File: src/rtl/linkled_pkg.sv
package linkled_pkg;

    typedef enum logic [1:0] {
        SPD_DOWN = 2'd0,
        SPD_10   = 2'd1,
        SPD_100  = 2'd2
    } speed_e;

    typedef enum logic [1:0] {
        LED_OFF    = 2'd0,
        LED_RED    = 2'd1,
        LED_ORANGE = 2'd2,
        LED_GREEN  = 2'd3
    } led_e;

    typedef enum logic [1:0] {
        PS_WAIT = 2'd0,
        PS_STAT = 2'd1,
        PS_AUX  = 2'd2
    } poll_state_e;

    localparam logic [4:0] PHY_ADDR   = 5'd0;
    localparam logic [4:0] REG_STATUS = 5'd1;
    localparam logic [4:0] REG_AUX    = 5'h18;
    localparam int         LINK_BIT   = 2;
    localparam int         SPEED_BIT  = 1;

    // Colour for a given speed and lit state; link down overrides everything.
    function automatic led_e pick_colour(input speed_e spd, input logic lit);
        led_e c;
        if (spd == SPD_DOWN)      c = LED_RED;
        else if (!lit)            c = LED_OFF;
        else if (spd == SPD_100)  c = LED_GREEN;
        else                      c = LED_ORANGE;
        return c;
    endfunction

endpackage

File: src/rtl/linkled_poll.sv
module linkled_poll
    import linkled_pkg::*;
#(
    parameter int POLL_TICKS = 2000
) (
    input  logic        clk,
    input  logic        rst,
    input  logic        tick_i,
    input  logic        ack_i,
    input  logic        link_up_i,
    input  logic        fast_i,
    output logic        req_o,
    output logic [4:0]  reg_o,
    output speed_e      speed_o,
    output logic        chg_o
);
    localparam int CW = (POLL_TICKS > 2) ? $clog2(POLL_TICKS) : 1;
    localparam logic [CW-1:0] LAST = CW'(POLL_TICKS - 1);

    poll_state_e    state_q;
    logic [CW-1:0]  cnt_q;
    speed_e         spd_q, spd_nxt;
    logic           upd;

    always_comb begin
        spd_nxt = spd_q;
        upd     = 1'b0;
        if (state_q == PS_STAT && ack_i && !link_up_i) begin
            spd_nxt = SPD_DOWN;
            upd     = 1'b1;
        end
        if (state_q == PS_AUX && ack_i) begin
            spd_nxt = fast_i ? SPD_100 : SPD_10;
            upd     = 1'b1;
        end
    end

    assign chg_o   = upd && (spd_nxt != spd_q);
    assign req_o   = (state_q != PS_WAIT);
    assign reg_o   = (state_q == PS_AUX) ? REG_AUX : REG_STATUS;
    assign speed_o = spd_q;

    always_ff @(posedge clk) begin
        if (rst) begin
            state_q <= PS_WAIT;
            cnt_q   <= '0;
            spd_q   <= SPD_10;
        end else begin
            spd_q <= spd_nxt;
            case (state_q)
                PS_WAIT: if (tick_i) begin
                    if (cnt_q == LAST) begin
                        state_q <= PS_STAT;
                        cnt_q   <= '0;
                    end else begin
                        cnt_q <= cnt_q + 1'b1;
                    end
                end
                PS_STAT: if (ack_i) state_q <= link_up_i ? PS_AUX : PS_WAIT;
                PS_AUX:  if (ack_i) state_q <= PS_WAIT;
                default: state_q <= PS_WAIT;
            endcase
        end
    end
endmodule

File: src/rtl/linkled_flash.sv
module linkled_flash #(
    parameter int ON_TICKS    = 20,
    parameter int PAUSE_TICKS = 10,
    parameter int CHECK_TICKS = 100
) (
    input  logic clk,
    input  logic rst,
    input  logic tick_i,
    input  logic act_i,
    input  logic clr_i,
    output logic active_o
);
    localparam int OW = $clog2(ON_TICKS + 1);
    localparam int PW = $clog2(PAUSE_TICKS + 1);
    localparam int KW = (CHECK_TICKS > 2) ? $clog2(CHECK_TICKS) : 1;
    localparam logic [KW-1:0] K_LAST = KW'(CHECK_TICKS - 1);

    logic          active_q;
    logic [OW-1:0] on_q;
    logic [PW-1:0] pause_q;
    logic [KW-1:0] chk_q;
    logic          chk_fire;

    assign chk_fire = tick_i && (chk_q == K_LAST);
    assign active_o = active_q;

    always_ff @(posedge clk) begin
        if (rst) begin
            active_q <= 1'b0;
            on_q     <= '0;
            pause_q  <= '0;
            chk_q    <= '0;
        end else begin
            if (tick_i) begin
                chk_q <= chk_fire ? '0 : chk_q + 1'b1;
                if (on_q != '0)    on_q    <= on_q - 1'b1;
                if (pause_q != '0) pause_q <= pause_q - 1'b1;
            end
            if (clr_i) begin
                active_q <= 1'b0;
            end else if (active_q && chk_fire && on_q == '0) begin
                active_q <= 1'b0;
                pause_q  <= PW'(PAUSE_TICKS);
            end else if (!active_q && act_i && pause_q == '0) begin
                active_q <= 1'b1;
                on_q     <= OW'(ON_TICKS);
            end
        end
    end
endmodule

File: src/rtl/linkled_colour.sv
module linkled_colour
    import linkled_pkg::*;
(
    input  speed_e spd_i,
    input  logic   active_i,
    input  logic   lit_on_act_i,
    output led_e   led_o
);
    logic lit;
    assign lit   = lit_on_act_i ? active_i : !active_i;
    assign led_o = pick_colour(spd_i, lit);
endmodule

File: src/rtl/linkled_ctrl.sv
module linkled_ctrl
    import linkled_pkg::*;
#(
    parameter int POLL_TICKS  = 2000,
    parameter int ON_TICKS    = 20,
    parameter int PAUSE_TICKS = 10,
    parameter int CHECK_TICKS = 100
) (
    input  logic        clk,
    input  logic        rst,
    input  logic        tick_i,
    input  logic        act_i,
    input  logic        lit_on_act_i,
    output logic        mdio_req_o,
    output logic [4:0]  mdio_phy_o,
    output logic [4:0]  mdio_reg_o,
    input  logic        mdio_ack_i,
    input  logic [15:0] mdio_rdata_i,
    output logic [1:0]  speed_o,
    output logic [1:0]  led_o
);
    speed_e spd;
    led_e   colour;
    logic   spd_chg;
    logic   flash_on;
    logic   unused_rdata_bits;

    assign unused_rdata_bits = ^{mdio_rdata_i[15:3], mdio_rdata_i[0]};

    linkled_poll #(.POLL_TICKS(POLL_TICKS)) u_poll (
        .clk       (clk),
        .rst       (rst),
        .tick_i    (tick_i),
        .ack_i     (mdio_ack_i),
        .link_up_i (mdio_rdata_i[LINK_BIT]),
        .fast_i    (mdio_rdata_i[SPEED_BIT]),
        .req_o     (mdio_req_o),
        .reg_o     (mdio_reg_o),
        .speed_o   (spd),
        .chg_o     (spd_chg)
    );

    linkled_flash #(
        .ON_TICKS    (ON_TICKS),
        .PAUSE_TICKS (PAUSE_TICKS),
        .CHECK_TICKS (CHECK_TICKS)
    ) u_flash (
        .clk      (clk),
        .rst      (rst),
        .tick_i   (tick_i),
        .act_i    (act_i),
        .clr_i    (spd_chg),
        .active_o (flash_on)
    );

    linkled_colour u_colour (
        .spd_i        (spd),
        .active_i     (flash_on),
        .lit_on_act_i (lit_on_act_i),
        .led_o        (colour)
    );

    assign mdio_phy_o = PHY_ADDR;
    assign speed_o    = spd;
    assign led_o      = colour;
endmodule

File: config.mk
export PLATFORM = sky130hd
export DESIGN_NAME = linkled_ctrl
export DESIGN_NICKNAME = d
export VERILOG_FILES = /design/src/rtl/linkled_pkg.sv /design/src/rtl/linkled_poll.sv /design/src/rtl/linkled_flash.sv /design/src/rtl/linkled_colour.sv /design/src/rtl/linkled_ctrl.sv
export SDC_FILE = /design/constraint.sdc
export NUM_CORES = 1
export LEC_CHECK = 0
export ABC_CLOCK_PERIOD_IN_PS = 2400
export BUFFER_PORTS_ARGS = -buffer_cell sky130_fd_sc_hd__buf_2
export CAP_MARGIN = 25
export CORE_ASPECT_RATIO = 1.75
export CORE_UTILIZATION = 35
export CTS_BUF_LIST = sky130_fd_sc_hd__clkbuf_4 sky130_fd_sc_hd__clkbuf_8 sky130_fd_sc_hd__clkbuf_16
export DETAILED_ROUTE_END_ITERATION = 6
export PLACE_DENSITY_LB_ADDON = 0.12
export SETUP_SLACK_MARGIN = 0.5
export SLEW_MARGIN = 25
export SYNTH_ARGS = -nofsm -noshare
export SYNTH_HDL_FRONTEND = slang
export SYNTH_SLANG_ARGS = --single-unit
export TNS_END_PERCENT = 5
File: constraint.sdc
create_clock -name clk -period 2.4 [get_ports clk]
set_input_delay 0.36 -clock clk [delete_from_list [all_inputs] [get_ports clk]]
set_output_delay 0.36 -clock clk [all_outputs]
set_load 0.01 [all_outputs]
==> Word-level counts from Yosys, hierarchy flattened <==
Cells that the tools add are included.
{ "word_totals": {"reg_bits": 32, "latchBits": 0, "ram_bits": 0, "mem_bits_ro": 0, "in_bits": 22, "output_inout_bits": 15, "elab_cells": 69, "memories": 0} }
{ "classes": {"addsub": 4, "multipliers": 0, "n_div": 0, "order_cmp": 0, "n_eq_ne": 10, "shift": 0, "muxes": 27, "bitwise": 0, "n_reduce_logical": 21} }
{ "op_table": {"columns": ["cell", "count"], "rows": [
  ["2-to-1 mux 5 bit", 6],
  ["2-to-1 mux 2 bit", 10],
  ["2-to-1 mux 4 bit", 4],
  ["adder 11 x 1 -> 11 bit (second input constant)", 1],
  ["== test 11 bit (second input constant)", 1],
  ["2-to-1 mux 11 bit", 1],
  ["logical AND 1 bit", 9],
  ["adder 7 x 1 -> 7 bit (second input constant)", 1],
  ["== test 7 bit (second input constant)", 1],
  ["2-to-1 mux 7 bit", 1],
  ["inequality test 2 bit (second input constant)", 3],
  ["one-hot mux 2 bit (3 select lines)", 1],
  ["zero test 5 bit", 1],
  ["nonzero test 5 bit", 1],
  ["subtractor 5 x 1 -> 5 bit (second input constant)", 1],
  ["== test 2 bit (second input constant)", 2],
  ["zero test 2 bit", 2],
  ["zero test 4 bit", 1],
  ["2-to-1 mux 1 bit", 4],
  ["AND reduction 4 bit", 1],
  ["nonzero test 4 bit", 1],
  ["subtractor 4 x 1 -> 4 bit (second input constant)", 1],
  ["OR reduction 3 bit", 1],
  ["== test 2 x 1 -> 1 bit (second input constant)", 1],
  ["other kinds (5)", 6]
]} }

==> Logic depth before layout (Yosys ltp) <==
{ "depth": {"ltp_word": 8, "ltp_mapped": 6} }

==> Hierarchy <==
From an unflattened synthesis, not the netlist that was laid out.
{ "hier_totals": {"cells_unflattened": 197, "area_unflattened_um2": 1659.1} }
{ "by_module_without_submodules": {"columns": ["mod", "instances", "cells_each", "area_each_um2"], "rows": [
  ["linkled_flash", 1, 99, 837.1],
  ["linkled_poll", 1, 88, 759.5],
  ["linkled_ctrl", 1, 6, 41.3],
  ["linkled_colour", 1, 4, 21.3]
]} }

==> Worst setup path after synthesis <==
Ideal clock, no wire load.
{ "synth_path": {"path_kind": "flip-flop to flip-flop", "from": "register u_flash.on_q[0]", "to": "register u_flash.on_q[1]", "t_arrival_ps": 1463, "required_time_ps": 2320, "path_slack_ps": 857, "path_stages_with_launch": 7, "path_cell_list": "dfxtp_1 > inv_1 > ha_1 > nor4b_1 > nand2b_1 > mux2i_1 > nor3b_1"} }
{ "synth_via": {"elab_chain_cells": 6} }
{ "synth_rtl": {"columns": ["item", "line", "source"], "rows": [
  ["from (decl)", "linkled_flash.sv:19", "logic [OW-1:0] on_q;"],
  ["from (signal assigned)", "linkled_flash.sv:36", "if (on_q != '0) on_q <= on_q - 1'b1;"],
  ["from (signal assigned)", "linkled_flash.sv:46", "on_q <= OW'(ON_TICKS);"],
  ["subtractor 5 x 1 -> 5 bit / nonzero test 5 bit (equally long branches)", "linkled_flash.sv:36", null],
  ["2-to-1 mux 5 bit", "linkled_flash.sv:36", null],
  ["2-to-1 mux 5 bit", "linkled_flash.sv:34", "if (tick_i) begin"],
  ["2-to-1 mux 5 bit", "linkled_flash.sv:44", "end else if (!active_q && act_i && pause_q == '0) begin"],
  ["2-to-1 mux 5 bit", "linkled_flash.sv:41", "end else if (active_q && chk_fire && on_q == '0) begin"],
  ["2-to-1 mux 5 bit (*)", "linkled_flash.sv:39", "if (clr_i) begin"]
]} }
Every way passes the cells marked *; elsewhere a longest branch is shown, timed or not.
A chain may end at the register's enable or synchronous reset.

==> Worst setup path in the final report <==
{ "layout_path": {"from": "register u_flash.pause_q[0]", "to": "register u_flash.on_q[0]"} }
{ "layout_via": {"elab_chain_cells": 5} }
{ "layout_rtl": {"columns": ["item", "line", "source"], "rows": [
  ["from (decl)", "linkled_flash.sv:20", "logic [PW-1:0] pause_q;"],
  ["from (signal assigned)", "linkled_flash.sv:37", "if (pause_q != '0) pause_q <= pause_q - 1'b1;"],
  ["from (signal assigned)", "linkled_flash.sv:43", "pause_q <= PW'(PAUSE_TICKS);"],
  ["zero test 4 bit", "linkled_flash.sv:44", null],
  ["logical AND 1 bit", "linkled_flash.sv:44", null],
  ["2-to-1 mux 5 bit", "linkled_flash.sv:44", null],
  ["2-to-1 mux 5 bit", "linkled_flash.sv:41", null],
  ["2-to-1 mux 5 bit", "linkled_flash.sv:39", null]
]} }
Every way passes these cells.

==> impl_metrics.ini <==
[clock_network]
htreeDepth = 2
root_buffer = clkbuf_8
cts_buffers = 5
cts_tree = done
clk_path_buf_depth = 2
clkSinkCount = 32
path_clk_slew_ns = 0.07
insertion_delay_ns = 0.28
cts_hold_buf = 0

[global_routing]
grt_pass1_vias = 1365
grt_first_pass_wirelength_um = 5730
antenna_found_initial = 0
grt_use_total_pct = 15.6
grt_max_degree = 22
grt.overflow.total = 0

[floorplan]
initial_core_util_pct = 37.3
fp.dieH_um = 93.4
die_x_um = 54.2
io_pins = 37
die-area_um2 = 5070
core_area_um2 = 4480
rows = 32

[final_layout]
fin_area_um2 = 1890
antenna_cells = 0
final_common_cell = dfxtp_1
area_delta_synth_final_pct = 13.3
layout_common_cells = dfxtp_1 (32), nor2_1 (20), a21oi_1 (16)
nFillCells = 473
fin_cells = 265
fin_nets = 239
drive_gt1_share_pct = 12.6

[synthesis]
syn_inst = 197
synth_edf_count = 0
yosys.area.top_type = dfxtp_1
synth.avg_cell_area_um2 = 8.49
synth_cell_types = 42
synth_area_leaders = dfxtp_1 (38%), a21oi_1 (4.8%), xor2_1 (4.7%), nor2_1 (4.5%), xnor2_1 (3.7%)
synth_flop_cell = dfxtp_1
async_reset_ff_share_pct = 0
yosys_warnings = 0
yosysSeqAreaShare_pct = 38.3
ys_ff_latch = 32
syn-cell-area_um2 = 1670
synth_top_area_share_pct = 38.3

[pwr]
vdd.ir_drop.worst_v = 0.000491
p_sw_uw = 459
pwr-share-seq_pct = 40.5
power_frac_clock_pct = 34.8
p_per_area_nw_per_um2 = 858
p_leak_nw = 0.763
p_int_mw = 1.17
comb_power_share_pct = 24.6
swShare_pct = 28.3

[timing]
setup_tns_ns = 0
fmax_mhz = 567
rsz0062_at_grt = yes
finalHoldViolations = 0
whs_ns = 0.341
setup_viol = 0
period_share_pct = 73.5
fin_skew_ns = 0.00894
post-route-min-period_ns = 1.76
drv_slew = 0

[detailed_routing]
antenna_left = 0
drc = 0
via_count = 1382
wl_per_cell_um = 12.9
first_iter_violations = 15
drt-total-wl_um = 3420
viasPerCell = 5.22
drt_first_pass_iters = 4

[worst_setup_path]
cp.required_ns = 2.56
crit_path_end_kind = register
crit_arrival_ns = 1.92
r2r_slack_ns = 0.64
crit_type = reg2reg
timing.rr.end = u_flash.on_q[0]$_SDFF_PP0_
path_max_fanout = 4
r2r-start = u_flash.pause_q[0]$_SDFF_PP0_
start_kind = register
worstRegToRegCells = 6

[worst_hold_path]
min_path_cells = 3
holdPathEnd = u_poll.state_q[1]$_SDFFE_PP0P_
holdCritStartpoint = mdio_rdata_i[2]
hold_path.class = in2reg

[placement]
port_buffers = 15
dp_hpwl_um = 2640
gp_congestion = 0.762
place_area_um2 = 1760
place_inst = 257

[flow_run]
maxCapViolCount = 0

[outcome]
status = finished clean
==> cell families after synthesis <==
group,count (synthesis),share of synthesized area (%)
xor gates and xnor gates,16,8.38
AOI/OAI and AO/OA,30,11.0
DFF,32,38.3
buffers and inverters,22,6.74
muxes,2,1.27
adders and majority gates,4,2.99
other,1,0.224
and+or+nand+nor,90,31.1
==> worst max-delay path, cell delays in order (launching register included) <==
cell and delay (ns):
dfxtp_1 0.31, inv_1 0.09, ha_1 0.24, nor4bb_1 0.39, nor2b_1 0.21, a21boi_1 0.33
nor3_1 0.09
==> worst max path at each step <==
stage	end	start	slack [ns]	cells past startpoint
floorplan	u_flash.on_q[1]$_SDFF_PP0_	u_flash.on_q[0]$_SDFF_PP0_	0.86	6
global placement	u_flash.pause_q[0]$_SDFF_PP0_	u_flash.on_q[0]$_SDFF_PP0_	0.58	6
detailed placement	u_flash.pause_q[0]$_SDFF_PP0_	u_flash.on_q[0]$_SDFF_PP0_	0.56	6
CTS	u_flash.pause_q[0]$_SDFF_PP0_	u_flash.on_q[0]$_SDFF_PP0_	0.55	6
global route	u_flash.on_q[3]$_SDFF_PP0_	u_flash.pause_q[0]$_SDFF_PP0_	0.48	6
finish	u_flash.on_q[0]$_SDFF_PP0_	u_flash.pause_q[0]$_SDFF_PP0_	0.64	6
==> what timing repair did <==
action                                  CTS  global route
gates resized for setup                   0             1
endpoints found under the hold margin     0             0
setup buffers                             0             0
endpoints found under the setup margin    0             7
==> synth_stat cells (3+ instances only) <==
cell and count:
dfxtp_1 32, nor2_1 20, a21oi_1 16, nand2_1 15, inv_1 9, nor3_1 9
xor2_1 9, buf_4 8, nand4_1 7, xnor2_1 7, nand2b_1 6, nand3_1 6
clkbuf_1 5, and4_1 4, ha_1 4, nor2b_1 4, a31oi_1 3, nor3b_1 3
==> per-layer routing <==
layer / wire [um] / track usage [%] / vias up / share of wire [%]
met3: 73 / 3.90 / 5 / 2.1
li1: - / - / 706 / -
met5: 0 / 0 / - / 0
met4: 55 / 5.77 / 0 / 1.6
met2: 1990 / 29.6 / 16 / 58
met1: 1290 / 15.0 / 655 / 38
==> power groups by stage <==
| stage | clock, mW | combinational [mW] | sequential [mW] |
|---|---|---|---|
| floorplan | 0 | 0.331 | 0.650 |
| global placement | 0 | 0.381 | 0.665 |
| detailed placement | 0 | 0.401 | 0.668 |
| CTS | 0.582 | 0.403 | 0.656 |
| global route | 0.600 | 0.462 | 0.669 |
| finish | 0.566 | 0.401 | 0.659 |
==> sequential cells by signal, indices dropped and copies added (netlist names) <==
name              count
u_flash.active_o      1
u_flash.chk_q         7
u_poll.speed_o        2
u_poll.cnt_q         11
u_flash.on_q          5
u_poll.state_q        2
u_flash.pause_q       4
==> metrics by stage <==
stage | util [%] | setup WS [ns] | total power, mW
2_1_floorplan | - | 0.857 | 0.982
3_3_place_gp | 39.3 | 0.578 | 1.05
3_5_place_dp | 39.3 | 0.557 | 1.07
4_1_cts | 42.1 | 0.546 | 1.64
5_1_grt | 42.2 | 0.480 | 1.73
6_report | 42.2 | 0.635 | 1.63
==> layout make-up <==
cell class                      instances  area (um2)  share of cell area (%)
Inverter                                9        33.8                    1.78
Clock buffer                            7        96.3                    5.09
Sequential cell                        32         641                    33.8
Clock inverter                          1        30.0                    1.59
Multi-Input combinational cell        149         947                    50.0
Tap cell                               51        63.8                    3.37
Timing Repair Buffer                   16        82.6                    4.36
Note: power is estimated with default switching activity, not from simulation.
